## src/rtl/spi_target_port.sv

```systemverilog
module spi_target_port #(
  parameter int WIDTH = 8
) (
  input  logic             clk,
  input  logic             rst_n,
  input  logic             cfg_we,
  input  logic             cfg_en,
  input  logic             cfg_pol,
  input  logic             cfg_pha,
  input  logic [WIDTH-1:0] tx_byte,
  output logic [WIDTH-1:0] rx_byte,
  output logic             rx_valid,
  input  logic             sclk_in,
  input  logic             sdi_in,
  input  logic             sel_n_in,
  output logic             sdo,
  output logic             sdo_oe
);
  localparam int CW = (WIDTH > 2) ? $clog2(WIDTH) : 1;
  localparam logic [CW-1:0] LAST = CW'(WIDTH - 1);

  logic en_q, pol_q, pha_q;
  logic [2:0] sclk_r, seln_r;
  logic [1:0] sdi_r;
  logic [WIDTH-1:0] txs, rxs;
  logic [CW-1:0] cnt;
  logic done;

  always_ff @(posedge clk or negedge rst_n) begin
    if (!rst_n) begin
      en_q  <= 1'b0;
      pol_q <= 1'b0;
      pha_q <= 1'b0;
    end else if (cfg_we) begin
      en_q <= cfg_en;
      if (!en_q) begin
        pol_q <= cfg_pol;
        pha_q <= cfg_pha;
      end
    end
  end

  always_ff @(posedge clk or negedge rst_n) begin
    if (!rst_n) begin
      sclk_r <= '0;
      seln_r <= '1;
      sdi_r  <= '0;
    end else begin
      sclk_r <= {sclk_r[1:0], sclk_in};
      seln_r <= {seln_r[1:0], sel_n_in};
      sdi_r  <= {sdi_r[0], sdi_in};
    end
  end

  wire rise     = sclk_r[1] & ~sclk_r[2];
  wire fall     = ~sclk_r[1] & sclk_r[2];
  wire lead     = pol_q ? fall : rise;
  wire trail    = pol_q ? rise : fall;
  wire sel      = en_q & ~seln_r[1];
  wire sel_fall = sel & seln_r[2];
  wire cap      = sel & ~done & (pha_q ? trail : lead);
  wire shft     = sel & (pha_q ? lead : trail);
  wire [WIDTH-1:0] rx_next = {rxs[WIDTH-2:0], sdi_r[1]};

  always_ff @(posedge clk or negedge rst_n) begin
    if (!rst_n) begin
      txs      <= '0;
      rxs      <= '0;
      cnt      <= '0;
      done     <= 1'b0;
      rx_byte  <= '0;
      rx_valid <= 1'b0;
    end else begin
      rx_valid <= 1'b0;
      if (!sel) begin
        cnt  <= '0;
        done <= 1'b0;
      end else if (sel_fall) begin
        cnt  <= '0;
        done <= 1'b0;
        txs  <= tx_byte;
      end else begin
        if (shft)
          txs <= (pha_q && cnt == '0) ? tx_byte : {txs[WIDTH-2:0], 1'b0};
        if (cap) begin
          rxs <= rx_next;
          if (cnt == LAST) begin
            rx_byte  <= rx_next;
            rx_valid <= 1'b1;
            cnt      <= '0;
            done     <= ~pha_q;
          end else begin
            cnt <= cnt + 1'b1;
          end
        end
      end
    end
  end

  assign sdo    = txs[WIDTH-1];
  assign sdo_oe = sel;


  valid_pulse_chk: assert property (@(posedge clk) disable iff (!rst_n)
    rx_valid |=> !rx_valid);


  mode_lock_chk: assert property (@(posedge clk) disable iff (!rst_n)
    (en_q && $past(en_q)) |-> ($stable(pol_q) && $stable(pha_q)));


  abort_clear_chk: assert property (@(posedge clk) disable iff (!rst_n)
    $rose(seln_r[1]) |=> (cnt == '0));


  lockout_chk: assert property (@(posedge clk) disable iff (!rst_n)
    (done && $past(done)) |-> !rx_valid);


  idle_chk: assert property (@(posedge clk) disable iff (!rst_n)
    (!en_q && $past(!en_q)) |-> (!rx_valid && !sdo_oe));
endmodule

```

## config.mk

```make
export PLATFORM = sky130hd
export DESIGN_NAME = spi_target_port
export DESIGN_NICKNAME = d
export VERILOG_FILES = /design/src/rtl/spi_target_port.sv
export SDC_FILE = /design/constraint.sdc
export NUM_CORES = 1
export LEC_CHECK = 0
export ABC_AREA = 1
export BUFFER_PORTS_ARGS = -buffer_cell sky130_fd_sc_hd__buf_2
export CAP_MARGIN = 0
export CORE_MARGIN = 1.5
export CORE_UTILIZATION = 59
export DETAILED_ROUTE_END_ITERATION = 7
export PLACE_DENSITY = 0.94
export SETUP_SLACK_MARGIN = 0.1
export SYNTH_ARGS = -nofsm -noshare
export SYNTH_HDL_FRONTEND = slang
export SYNTH_SLANG_ARGS = --single-unit
```

## constraint.sdc

```tcl
create_clock -name clk -period 3.6 [get_ports clk]
set_clock_uncertainty 0.2 [all_clocks]
set_input_delay 0.36 -clock clk [delete_from_list [all_inputs] [get_ports clk]]
set_output_delay 0.36 -clock clk [all_outputs]
set_load 0.01 [all_outputs]
```

==> metrics.log, run 1 <==
[metrics] number of hold violations in the final report: 0
[metrics] clock edge transition at the registers on the reported setup and hold paths: 110 ps
[metrics] number of fill cells: roughly 230
[metrics] proportion of synthesized chip area in sequential cells: 57.5%
[metrics] RSZ-0062 raised after global routing: no
[metrics] highest net fanout along the worst path: 11
[metrics] post-route setup TNS: 0 ps
[metrics] dpl cell area: 0.00186 mm^2
[metrics] slowest cell delay on critical path: 410 ps
[metrics] Max Fclk: 0.528 GHz
[metrics] final HPWL from detailed placement: between 2000 and 2500 um
[metrics] final count of negative-setup-slack endpoints: 0
[metrics] first-pass GRT wire length: 5130 um
[metrics] Req. time, crit path: between 3000 and 4000 ps
[metrics] post-route design area: between 0.0015 and 0.002 mm^2
[metrics] Cells after Synth: 190
[metrics] worst min-delay path category: input port to flop
[metrics] Bufs on Longest Clock Path: 2
[metrics] total chip power: 0.944 mW
[metrics] Slew headroom: 44.6%
[metrics] number of flip-flops and latches in the synthesized netlist: 39
[metrics] NumNets Final: 246
[metrics] count of placed standard cells in the final layout, fillers left out: about 260
[metrics] total of buffers placed on input and output ports: 27
[metrics] number of antenna cells inserted: 0
[metrics] number of cell rows: 19
[metrics] Post-Route WL: roughly 3100 um
[metrics] total standard cell area after synthesis: 0.00170 mm^2
[metrics] max-cap violation count: 0
[metrics] post-CTS setup buffer count: 0
[metrics] x dimension of the die: about 57 um
[metrics] Area Overhead vs Synth: 16.4%
[metrics] critical setup path kind: flop to flop
[metrics] vias in the first global route: about 1,200
[metrics] slowest cell on the critical path: sky130_fd_sc_hd__dfrtp_1
[metrics] number of CTS-inserted buffers: 5
[metrics] min Tclk post-route: 1890 ps
[metrics] initial drt markers: 68
[metrics] cell chosen for the clock root: sky130_fd_sc_hd__clkbuf_4
[metrics] most common cell type on the critical path: sky130_fd_sc_hd__nand2_1
[metrics] clock latency on the worst-skew pair: 350 ps
[metrics] Floorplan Core Area: 0.00276 mm^2
[metrics] leak pwr: 1.12 nW
[metrics] crit end category: flop
[metrics] I/O Pins: 28
[metrics] syn nets: between 200 and 250
[metrics] buffers and inverters on the worst path: 1
[metrics] number of antenna violations at the first check in global routing: 0
[metrics] crit start category: flop
[metrics] start point of the critical path: sclk_r[2]
[metrics] TritonRoute pass-1 iters: 5
[metrics] Via density: 5.23
[metrics] starting utilization of the core area: 61.8%
[metrics] post-detailed-route wirelength per cell: 12.0 um
[metrics] power per cell area: 476 mW/mm^2
[metrics] number of clock sinks: 39
[metrics] pin count of the biggest net entering global routing: 40
[metrics] series of cell instances along the critical path: inv_1 -> nand3_1 -> nand3_2 -> nand2_1 -> nor2_2 -> nand3_2 -> nand2_1 -> nand2_1
[metrics] die outline height: 56.7 um
[metrics] crit share post-route: a little over half
[metrics] routability cong.: 0.792
[metrics] unique cell type count in the Yosys netlist: 20
[metrics] gate family responsible for the most delay along the worst path: simple AND/OR/NAND/NOR gates
[metrics] Data arrival, critical path: 1940 ps
[metrics] Synthesis Warnings: 0
[metrics] source of the worst hold timing path: cfg_we
[metrics] proportion of layout cells with a drive suffix above 1: 24.7%
[metrics] GRT Util Overall: 21.3%
[metrics] Crit Reg-Reg Startpoint: sclk_r[2]
[metrics] detailed-route DRC error count: 0
[metrics] top library cells by usage in the layout, fill and taps aside: 83 x sky130_fd_sc_hd__nand2_1, 36 x sky130_fd_sc_hd__dfrtp_1, 27 x sky130_fd_sc_hd__buf_2, 17 x sky130_fd_sc_hd__nand3_1
[metrics] most common cell after layout, fill and taps aside: sky130_fd_sc_hd__nand2_1
[metrics] Final ANT Viol Nets: 0
[metrics] max-slew violations: 0
[metrics] vias: 1,350
[metrics] area of the die: 0.00322 mm^2
[metrics] average cell area after synthesis: roughly 9.0 um^2
[metrics] slew at the pin with the worst max-slew slack: 830 ps
[metrics] leftover overflow at the end of global routing: 0
[metrics] worst voltage drop across the vdd grid: 337 uV
[metrics] outcome: finished, final reports clean
[metrics] Cell Count Post-Placement: about 250
[metrics] clock tree from TritonCTS: built
[metrics] level count of the clock H-tree: 2
cell type report:
class	instances	area [um^2]	share of cell area (%)
Sequential cell	39	980	49.4
Inverter	15	56.3	2.84
Clock inverter	1	7.51	0.379
Clock buffer	7	65.1	3.28
Multi-Input combinational cell	133	649	32.8
Timing Repair Buffer	32	185	9.34
Tap cell	31	38.8	1.96
cells by family (layout without fill, tap and decap cells):
logic type	Yosys count	after routing	share of synthesized area (%)
adder cells (fa/ha/maj)	3	3	2.20
flip-flops	39	39	57.5
AND/OR/NAND/NOR	124	124	34.2
buffers and inverters	18	55	4.34
AO/OA/AOI/OAI	6	6	1.76
synthesized netlist by cell type:
library cell | instances | share of area [%]
sky130_fd_sc_hd__nor2_2 | 1 | 0.37
sky130_fd_sc_hd__nand3_1 | 17 | 5.0
sky130_fd_sc_hd__o21ai_1 | 3 | 0.88
sky130_fd_sc_hd__inv_1 | 9 | 2.0
sky130_fd_sc_hd__o21ai_0 | 1 | 0.29
sky130_fd_sc_hd__dfrtp_1 | 36 | 53
sky130_fd_sc_hd__inv_2 | 6 | 1.3
sky130_fd_sc_hd__dfstp_2 | 3 | 4.6
sky130_fd_sc_hd__buf_4 | 1 | 0.44
sky130_fd_sc_hd__nor2_4 | 2 | 1.3
sky130_fd_sc_hd__ha_1 | 3 | 2.2
sky130_fd_sc_hd__nand2_2 | 1 | 0.37
sky130_fd_sc_hd__nand2_1 | 83 | 18
sky130_fd_sc_hd__a21oi_1 | 2 | 0.59
sky130_fd_sc_hd__nor3_2 | 1 | 0.59
sky130_fd_sc_hd__nand3_2 | 5 | 2.9
sky130_fd_sc_hd__nand2_4 | 2 | 1.3
sky130_fd_sc_hd__nand4_1 | 9 | 3.3
sky130_fd_sc_hd__nor2_1 | 3 | 0.66
sky130_fd_sc_hd__buf_2 | 2 | 0.59
sequential cells by signal, indices dropped and copies added (netlist names):
name      flops
rx_valid      1
sclk_r        3
cnt           3
en_q          1
pol_q         1
sdi_r         2
txs           8
seln_r        3
rxs           7
done          1
pha_q         1
rx_byte       8
metrics by stage:
stage	hold WS (ps)	setup WS [ps]	utilization, %
CTS	2.83	1700	71.9
global route	45.5	1540	71.9
finish	15.6	1710	71.9
floorplan	-136	2210	-
detailed placement	140	1730	67.4
global placement	134	1880	67.4
power by group:
group / internal [mW] / switching [mW] / leakage, nW
clock network: 0.114 / 0.139 / 0.0375
logic: 0.0594 / 0.0916 / 0.583
registers: 0.498 / 0.0410 / 0.500
total: 0.672 / 0.272 / 1.12
routing by layer:
layer | up-vias | part of all wire (%) | GRT usage [%]
li1 | 678 | - | -
met1 | 631 | 45 | 27.4
met2 | 35 | 49 | 34.1
met3 | 6 | 4.8 | 4.84
met4 | 0 | 1.3 | 10.2
met5 | - | 0 | 0
repair_timing:
action,CTS,global route
endpoints found under the hold margin,40,0
hold buffers,5,0
resized for setup,0,0
final timing paths:
kind / end / slack, ps / depth (start not counted)
worst max-delay path: rx_byte[4] / 1710 / 8
worst min register to register: sclk_r[1] / 160 / 0
worst max register to register: rx_byte[4] / 1710 / 8
max in group asynchronous: rx_byte[0] / 2250 / 2
worst min-delay path: en_q / 20 / 2
min in group asynchronous: txs[4] / 430 / 2
Note: power is estimated with default switching activity, not from simulation.
==> run 2: changes to the inputs <==
Settings changed: ABC_AREA 1 to 0, CORE_UTILIZATION 59 to 49, PLACE_DENSITY 0.94 to 0.85.
Clock period 3.6 ns to 1.6 ns, I/O delays scaled along.
==> run 2 against run 1 <==
- the flow now finishes with violations (setup timing)
- power up 150%
- critical endpoint is now txs[2]
- routed wire length up 16%
- via count down 17%
- worst setup slack worse by 2000 ps
- combinational power rose to 3.8 times the previous value
==> metrics.log, run 2 <==
[metrics] leftover overflow at the end of global routing: 0 (unchanged)
[metrics] leak pwr: 1.11 nW (was 1.12 nW)
[metrics] final HPWL from detailed placement: 2170 um (about the same)
[metrics] fraction of power consumed by the clock network: 21.6% (was 26.8%)
[metrics] area of the die: 0.00366 mm^2 (was 0.00322 mm^2)
[metrics] max-cap violation count: 0 (unchanged)
[metrics] total chip power: 2.32 mW (was 0.944 mW)
[metrics] number of CTS-inserted buffers: 5 (unchanged)
[metrics] average cell area after synthesis: 14.4 um^2 (was 8.96 um^2)
[metrics] count of placed standard cells in the final layout, fillers left out: 227 (was 258)
[metrics] post-detailed-route wirelength per cell: 15.8 um (was 12.0 um)
[metrics] starting utilization of the core area: 52.3% (was 61.8%)
[metrics] TritonRoute pass-1 iters: 6 (was 5)
[metrics] unique cell type count in the Yosys netlist: 24 (was 20)
[metrics] leading post-synthesis cells by instance count: 36 x sky130_fd_sc_hd__dfrtp_1, 32 x sky130_fd_sc_hd__mux2_2, 7 x sky130_fd_sc_hd__nand2_1 (was 83 x sky130_fd_sc_hd__nand2_1, 36 x sky130_fd_sc_hd__dfrtp_1, 17 x sky130_fd_sc_hd__nand3_1)
[metrics] I/O Pins: 28 (unchanged)
[metrics] most common cell in the synthesized netlist: sky130_fd_sc_hd__dfrtp_1 (was sky130_fd_sc_hd__nand2_1)
[metrics] most common cell type on the critical path: sky130_fd_sc_hd__mux2_2 (was sky130_fd_sc_hd__nand2_1)
[metrics] worst slack, placed: -367 ps (was 1730 ps)
[metrics] syn nets: 133 (was 210)
[metrics] net load switching power: 0.642 mW (was 0.272 mW)
[metrics] proportion of synthesized chip area in sequential cells: 60.4% (was 57.5%)
[metrics] Area Overhead vs Synth: 45.8% (was 16.4%)
[metrics] number of cell rows: 20 (was 19)
[metrics] vias in the first global route: 1,208 (was 1,215)
[metrics] gate family responsible for the most delay along the worst path: flip-flops (was simple AND/OR/NAND/NOR gates)
[metrics] critical setup path kind: flop to flop (unchanged)
[metrics] series of cell instances along the critical path: and2b_2 -> a32o_2 -> mux2_2 -> mux2_2 (was inv_1 -> nand3_1 -> nand3_2 -> nand2_1 -> nor2_2 -> nand3_2 -> nand2_1 -> nand2_1)
[metrics] slew at the pin with the worst max-slew slack: 474 ps (was 830 ps)
[metrics] Via density: 4.94 (was 5.23)
[metrics] detailed-route DRC error count: 0 (unchanged)
[metrics] initial drt markers: 27 (was 68)
[metrics] biggest area contributors in the synthesized netlist: sky130_fd_sc_hd__dfrtp_1 56%, sky130_fd_sc_hd__mux2_2 22%, sky130_fd_sc_hd__dfstp_2 4.9% (was sky130_fd_sc_hd__dfrtp_1 53%, sky130_fd_sc_hd__nand2_1 18%, sky130_fd_sc_hd__nand3_1 5.0%)
[metrics] Final ANT Viol Nets: 0 (unchanged)
[metrics] most common flop cell mapped by yosys: sky130_fd_sc_hd__dfrtp_1 (unchanged)
[metrics] proportion of layout cells with a drive suffix above 1: 61.0% (was 24.7%)
[metrics] min Tclk post-route: 1930 ps (was 1890 ps)
[metrics] sequential power share: 53.8% (was 57.2%)
[metrics] clock latency on the worst-skew pair: 350 ps (about the same)
[metrics] crit end category: flop (unchanged)
[metrics] final count of negative-setup-slack endpoints: 28 (was 0)
[metrics] clock edge transition at the registers on the reported setup and hold paths: 120 ps (was 110 ps)
[metrics] count of flip-flops with a built-in enable after synthesis: 0 (unchanged)
[metrics] RSZ-0062 raised after global routing: yes (was no)
[metrics] Gate power share: 24.7% (was 16.0%)
[metrics] die outline height: 60.5 um (was 56.7 um)
[metrics] dpl cell area: 0.00202 mm^2 (was 0.00186 mm^2)
[metrics] number of flip-flops and latches in the synthesized netlist: 39 (unchanged)
[metrics] outcome: complete, but fails checks (was finished, final reports clean)
[metrics] power per cell area: 981 mW/mm^2 (was 476 mW/mm^2)
[metrics] x dimension of the die: 60.5 um (was 56.7 um)
[metrics] Int Power: 1.68 mW (was 0.672 mW)
[metrics] Floorplan Core Area: 0.00310 mm^2 (was 0.00276 mm^2)
[metrics] total standard cell area after synthesis: 0.00162 mm^2 (was 0.00170 mm^2)
[metrics] crit share post-route: 120% (was 52.6%)
[metrics] GRT Util Overall: 21.1% (was 21.3%)
[metrics] top library cells by usage in the layout, fill and taps aside: 33 x sky130_fd_sc_hd__dfrtp_1, 26 x sky130_fd_sc_hd__buf_2, 24 x sky130_fd_sc_hd__mux2_2, 16 x sky130_fd_sc_hd__dlygate4sd3_1, 12 x sky130_fd_sc_hd__buf_4 (was 83 x sky130_fd_sc_hd__nand2_1, 36 x sky130_fd_sc_hd__dfrtp_1, 27 x sky130_fd_sc_hd__buf_2, 17 x sky130_fd_sc_hd__nand3_1)
[metrics] Fin Hold WS: 97.9 ps (was 15.6 ps)
[metrics] number of clock sinks: 39 (unchanged)
[metrics] slowest cell on the critical path: sky130_fd_sc_hd__dfstp_2 (was sky130_fd_sc_hd__dfrtp_1)
[metrics] violated checks: setup timing
[metrics] Post-synth ARST share: 100% (unchanged)
[metrics] largest registers ranked by flip-flop count: rx_byte (8), txs (8), rxs (7) (unchanged)
[metrics] cell chosen for the clock root: sky130_fd_sc_hd__clkbuf_4 (unchanged)
[metrics] fraction of synthesized cell area taken by the top area cell type: 55.6% (was 52.9%)
[metrics] most common cell after layout, fill and taps aside: sky130_fd_sc_hd__dfrtp_1 (was sky130_fd_sc_hd__nand2_1)
[metrics] highest net fanout along the worst path: 8 (was 11)
[metrics] Req. time, crit path: 1650 ps (was 3650 ps)
[metrics] number of antenna violations at the first check in global routing: 1 (was 0)
[metrics] buffers and inverters on the worst path: 0 (was 1)
[metrics] routability cong.: 0.777 (was 0.792)
[metrics] final core utilization: 76.2% (was 71.9%)
[metrics] Data arrival, critical path: 1970 ps (was 1940 ps)
[metrics] Max Fclk: 0.519 GHz (was 0.528 GHz)
[metrics] worst min-delay path category: input port to asynchronous set/reset pin (was input port to flop)
[metrics] post-route design area: 0.00236 mm^2 (was 0.00198 mm^2)
[metrics] Post-Route WL: 3590 um (was 3090 um)
[metrics] level count of the clock H-tree: 2 (unchanged)
[metrics] worst path setup slack after routing: -326 ps (was 1710 ps)
[metrics] clock tree from TritonCTS: built (unchanged)
[metrics] post-route setup TNS: -7480 ps (was 0 ps)
[metrics] total of buffers placed on input and output ports: 27 (unchanged)
[metrics] Slew headroom: 68.4% (was 44.6%)
[metrics] slowest cell delay on critical path: 560 ps (was 410 ps)
[metrics] Synthesis Warnings: 0 (unchanged)
[metrics] Yosys top cell by area: sky130_fd_sc_hd__dfrtp_1 (unchanged)
[metrics] pin count of the biggest net entering global routing: 21 (was 40)
[metrics] net switching fraction of the power: 27.7% (was 28.8%)
[metrics] worst voltage drop across the vdd grid: 886 uV (was 337 uV)
[metrics] crit start category: flop (unchanged)
[metrics] Cells after Synth: 113 (was 190)
[metrics] Cell Count Post-Placement: 200 (was 245)
[metrics] NumNets Final: 201 (was 246)
[metrics] max-slew violations: 0 (unchanged)
[metrics] Bufs on Longest Clock Path: 2 (unchanged)
[metrics] first-pass GRT wire length: 5420 um (was 5130 um)
[metrics] number of hold violations in the final report: 0 (unchanged)
[metrics] vias: 1,121 (was 1,350)
[run 2: final cells by class]
class,instances,area [um^2]
diodes,1,2.50
clock buffers,5,37.5
clock inverters,3,20.0
fillers,209,739
inverters,6,22.5
multi-input cells,65,723
flip-flops and latches,39,983
well taps,44,55.1
repair buffers,64,519
[run 2: worst reg2reg max path: stages (launching register included)]
cell and delay [ps]:
sky130_fd_sc_hd__dfstp_2 560, sky130_fd_sc_hd__and2b_2 220, sky130_fd_sc_hd__a32o_2 290, sky130_fd_sc_hd__mux2_2 290
sky130_fd_sc_hd__mux2_2 260
[run 2: path summary, 6_finish.rpt]
path	end	slack (ps)	depth (start not counted)	startpoint
max	txs[2]	-330	4	seln_r[1]
min	rx_byte[7]	100	2	rst_n
max reg2reg	txs[2]	-330	4	seln_r[1]
min reg2reg	sclk_r[1]	160	0	sclk_r[0]
max in group asynchronous	seln_r[1]	560	3	rst_n
min in group clk	sclk_r[1]	160	0	sclk_r[0]
[run 2: routing by layer]
| layer | vias to the layer above | track usage [%] | routed length, um |
|---|---|---|---|
| li1 | 528 | - | - |
| met3 | 4 | 7.68 | 130 |
| met1 | 562 | 22.6 | 1510 |
| met4 | 0 | 8.70 | 31 |
| met2 | 27 | 37.7 | 1910 |
| met5 | - | 0 | 0 |
[run 2: cell families (layout without fill, tap and decap cells)]
family	count (synthesis)	in the layout	synth area share (%)
flops	39	39	60.4
other cells	0	1	0
compound gates	7	7	2.70
fa+ha+maj	3	3	2.32
xor+xnor	1	1	1.00
buf+inv	9	78	2.16
mux	36	36	24.9
simple gates	18	18	6.48
[run 2: power by group through the flow]
| stage | logic, mW | clock network, mW | registers (mW) |
|---|---|---|---|
| floorplan | 0.331 | 0 | 1.23 |
| global placement | 0.460 | 0 | 1.24 |
| detailed placement | 0.489 | 0 | 1.25 |
| CTS | 0.554 | 0.530 | 1.24 |
| global route | 0.618 | 0.564 | 1.26 |
| finish | 0.571 | 0.500 | 1.25 |
[run 2: timing repair]
action,4_1_cts,5_1_grt
hold buffers,16,0
resized for setup,18,12
setup buffers,2,1
pin swaps,6,6
hold endpoints to repair,51,0
setup endpoints to repair,29,29
==> run 3: changes to the inputs <==
Settings changed: ABC_AREA 0 to 1, CELL_PAD_IN_SITES_DETAIL_PLACEMENT from default to 0, CELL_PAD_IN_SITES_GLOBAL_PLACEMENT from default to 1, CORE_UTILIZATION 49 to 44, PLACE_DENSITY 0.85 to 0.93.
Clock period 1.6 ns to 2.45 ns, I/O delays scaled along.
==> run 3 against run 2 <==
- the flow now finishes without violations
- clock-buffer cell count rose by 3
- via count rose by 20%
- power fell by 36%
- sequential share of layout area rose by 5.9 points
==> metrics.log, run 3 (synthesized netlist as in run 1, its figures left out) <==
[metrics] worst path setup slack after routing: 342 ps (was -326 ps)
[metrics] pin count of the biggest net entering global routing: 40 (was 21)
[metrics] Area Overhead vs Synth: 21.0% (was 45.8%)
[metrics] post-detailed-route wirelength per cell: 10.9 um (was 15.8 um)
[metrics] Floorplan Core Area: 0.00369 mm^2 (was 0.00310 mm^2)
[metrics] GRT Util Overall: 16.4% (was 21.1%)
[metrics] max-cap violation count: 0 (unchanged)
[metrics] Final ANT Viol Nets: 0 (unchanged)
[metrics] routability cong.: 0.758 (was 0.777)
[metrics] x dimension of the die: 65.2 um (was 60.5 um)
[metrics] outcome: finished, final reports clean (was complete, but fails checks)
[metrics] final core utilization: 55.9% (was 76.2%)
[metrics] I/O Pins: 28 (unchanged)
[metrics] first-pass GRT wire length: 5310 um (was 5420 um)
[metrics] vias: 1,341 (was 1,121)
[metrics] total of buffers placed on input and output ports: 27 (unchanged)
[metrics] area of the die: 0.00425 mm^2 (was 0.00366 mm^2)
[metrics] detailed-route DRC error count: 0 (unchanged)
[metrics] slew at the pin with the worst max-slew slack: 830 ps (was 474 ps)
[metrics] power per cell area: 717 mW/mm^2 (was 981 mW/mm^2)
[metrics] most common cell type on the critical path: sky130_fd_sc_hd__dlygate4sd3_1 (was sky130_fd_sc_hd__mux2_2)
[metrics] number of antenna violations at the first check in global routing: 0 (was 1)
[metrics] RSZ-0062 raised after global routing: no (was yes)
[metrics] number of CTS-inserted buffers: 5 (unchanged)
[metrics] number of hold violations in the final report: 0 (unchanged)
[metrics] number of antenna cells inserted: 0 (was 1)
[metrics] Bufs on Longest Clock Path: 2 (unchanged)
[metrics] TritonRoute pass-1 iters: 4 (was 6)
[metrics] worst voltage drop across the vdd grid: 410 uV (was 886 uV)
[metrics] gate family responsible for the most delay along the worst path: buffers and inverters (was flip-flops)
[metrics] count of placed standard cells in the final layout, fillers left out: 278 (was 227)
[metrics] die outline height: 65.2 um (was 60.5 um)
[metrics] slowest cell on the critical path: sky130_fd_sc_hd__dlygate4sd3_1 (was sky130_fd_sc_hd__dfstp_2)
[metrics] buffers and inverters on the worst path: 4 (was 0)
[metrics] Data arrival, critical path: 2080 ps (was 1970 ps)
[metrics] slowest cell delay on critical path: 550 ps (was 560 ps)
[metrics] min Tclk post-route: 2110 ps
[metrics] starting utilization of the core area: 46.2% (was 52.3%)
[metrics] vias in the first global route: 1,265 (was 1,208)
[metrics] max-slew violations: 0 (unchanged)
[metrics] crit start category: input port (was flop)
[metrics] leftover overflow at the end of global routing: 0 (unchanged)
[metrics] level count of the clock H-tree: 2 (unchanged)
[metrics] Slew headroom: 44.7% (was 68.4%)
[metrics] clock edge transition at the registers on the reported setup and hold paths: 60 ps (was 120 ps)
[metrics] series of cell instances along the critical path: dlygate4sd3_1 -> buf_2 -> nand2_1 -> dlygate4sd3_1 -> o21ai_0 -> dlygate4sd3_1 (was and2b_2 -> a32o_2 -> mux2_2 -> mux2_2)
[metrics] post-route setup TNS: 0 ps (was -7480 ps)
[metrics] net switching fraction of the power: 26.9% (was 27.7%)
[metrics] Via density: 4.82 (was 4.94)
[metrics] final HPWL from detailed placement: 2080 um (was 2170 um)
[metrics] NumNets Final: 249 (was 201)
[metrics] post-CTS setup buffer count: 0 (was 2)
[metrics] worst min-delay path category: input port to flop (was input port to asynchronous set/reset pin)
[metrics] final count of negative-setup-slack endpoints: 0 (was 28)
[metrics] clock tree from TritonCTS: built (unchanged)
[metrics] Req. time, crit path: 2420 ps (was 1650 ps)
[metrics] top library cells by usage in the layout, fill and taps aside: 83 x sky130_fd_sc_hd__nand2_1, 36 x sky130_fd_sc_hd__dfrtp_1, 27 x sky130_fd_sc_hd__buf_2, 17 x sky130_fd_sc_hd__nand3_1 (was 33 x sky130_fd_sc_hd__dfrtp_1, 26 x sky130_fd_sc_hd__buf_2, 24 x sky130_fd_sc_hd__mux2_2, 16 x sky130_fd_sc_hd__dlygate4sd3_1, 12 x sky130_fd_sc_hd__buf_4)
[metrics] clock latency on the worst-skew pair: 290 ps (was 350 ps)
[metrics] Max Fclk: 0.474 GHz
[metrics] critical setup path kind: input port to flop (was flop to flop)
[metrics] Cell Count Post-Placement: 262 (was 200)
[metrics] highest net fanout along the worst path: 1 (was 8)
[metrics] Int Power: 1.08 mW (was 1.68 mW)
[metrics] crit end category: flop (unchanged)
[metrics] cell chosen for the clock root: sky130_fd_sc_hd__clkbuf_8 (was sky130_fd_sc_hd__clkbuf_4)
[metrics] proportion of layout cells with a drive suffix above 1: 23.9% (was 61.0%)
[metrics] sequential power share: 53.5% (was 53.8%)
[metrics] most common cell after layout, fill and taps aside: sky130_fd_sc_hd__nand2_1 (was sky130_fd_sc_hd__dfrtp_1)
[metrics] worst slack, placed: 679 ps (was -367 ps)
[metrics] crit share post-route: between 80% and 90%
[metrics] Gate power share: 15.2% (was 24.7%)
[metrics] Post-Route WL: 3030 um (was 3590 um)
[metrics] fraction of power consumed by the clock network: 31.3% (was 21.6%)
[metrics] number of clock sinks: 39 (unchanged)
[metrics] number of cell rows: 22 (was 20)
[metrics] initial drt markers: 91 (was 27)
[metrics] largest registers ranked by flip-flop count: rx_byte (8), txs (8), rxs (7) (unchanged)
[metrics] net load switching power: 0.397 mW (was 0.642 mW)
[metrics] leak pwr: 1.15 nW (was 1.11 nW)
[run 3: cell types whose count changed in the layout (fill, tap and decap cells not counted), moves of 5 or more]
cell,previous run,this run
sky130_fd_sc_hd__nand2_1,4,83
sky130_fd_sc_hd__mux2_2,24,0
sky130_fd_sc_hd__nand3_1,1,17
sky130_fd_sc_hd__buf_4,12,0
sky130_fd_sc_hd__nand4_1,0,9
sky130_fd_sc_hd__dlygate4sd3_1,16,8
sky130_fd_sc_hd__mux2_4,8,0
sky130_fd_sc_hd__buf_6,7,0
sky130_fd_sc_hd__clkbuf_8,0,7
sky130_fd_sc_hd__clkbuf_4,5,0
sky130_fd_sc_hd__inv_2,1,6
sky130_fd_sc_hd__nand3_2,0,5
[run 3: what timing repair did]
action / 4_1_cts / 5_1_grt
endpoints found under the hold margin: 41 / 0
hold buffers: 8 / 0
resized for setup: 0 / 0
[run 3: routing by layer]
layer  vias up  global-route usage, %  part of all wire, %
met1       631                   20.8                   49
met2        16                   25.9                   46
met5         -                      0                    0
met3         6                   5.82                  3.6
met4         0                   6.25                  1.6
li1        688                      -                    -
[run 3: final cells by class]
class | count | area (um^2)
fill | 352 | 1630
sequential | 39 | 980
multi-input combinational | 133 | 649
timing repair buffer | 35 | 215
clock buffer | 8 | 100
tap | 48 | 60.1
inverter | 15 | 56.3
[run 3: worst paths after layout]
path	from	end	depth (start not counted)	slack [ps]
setup / recovery	cfg_en	en_q	6	340
max in group asynchronous	rst_n	pol_q	2	1130
setup reg to reg	pol_q	rx_byte[2]	8	650
hold reg to reg	sdi_r[0]	sdi_r[1]	0	150
min in group asynchronous	rst_n	sclk_r[0]	2	390
hold / removal	cfg_pol	pol_q	3	9
[run 3: worst register-to-register path, cell delays in order, from the launching register on]
cell                      delay [ps]
sky130_fd_sc_hd__dfrtp_1         400
sky130_fd_sc_hd__inv_2            80
sky130_fd_sc_hd__nand3_1         110
sky130_fd_sc_hd__nand3_2          90
sky130_fd_sc_hd__nand2_1          70
sky130_fd_sc_hd__nor2_2          320
sky130_fd_sc_hd__nand3_2         250
sky130_fd_sc_hd__nand2_1         120
sky130_fd_sc_hd__nand2_1          60
[run 3: through the flow]
step	area, um^2	hold slack, ps	total power [mW]
global route	2060	16.5	1.57
CTS	2060	3.20	1.50
finish	2060	8.66	1.48
detailed placement	1880	141	1.02
floorplan	1700	-251	0.948
global placement	1880	133	1.01
[run 3: power groups by stage]
stage          Sequential (mW)  Clock, mW  Combinational (mW)
3_3_place_gp             0.801          0               0.213
5_1_grt                  0.802      0.503               0.262
6_report                 0.791      0.463               0.225
3_5_place_dp             0.802          0               0.217
4_1_cts                  0.791      0.475               0.230
2_1_floorplan            0.792          0               0.156
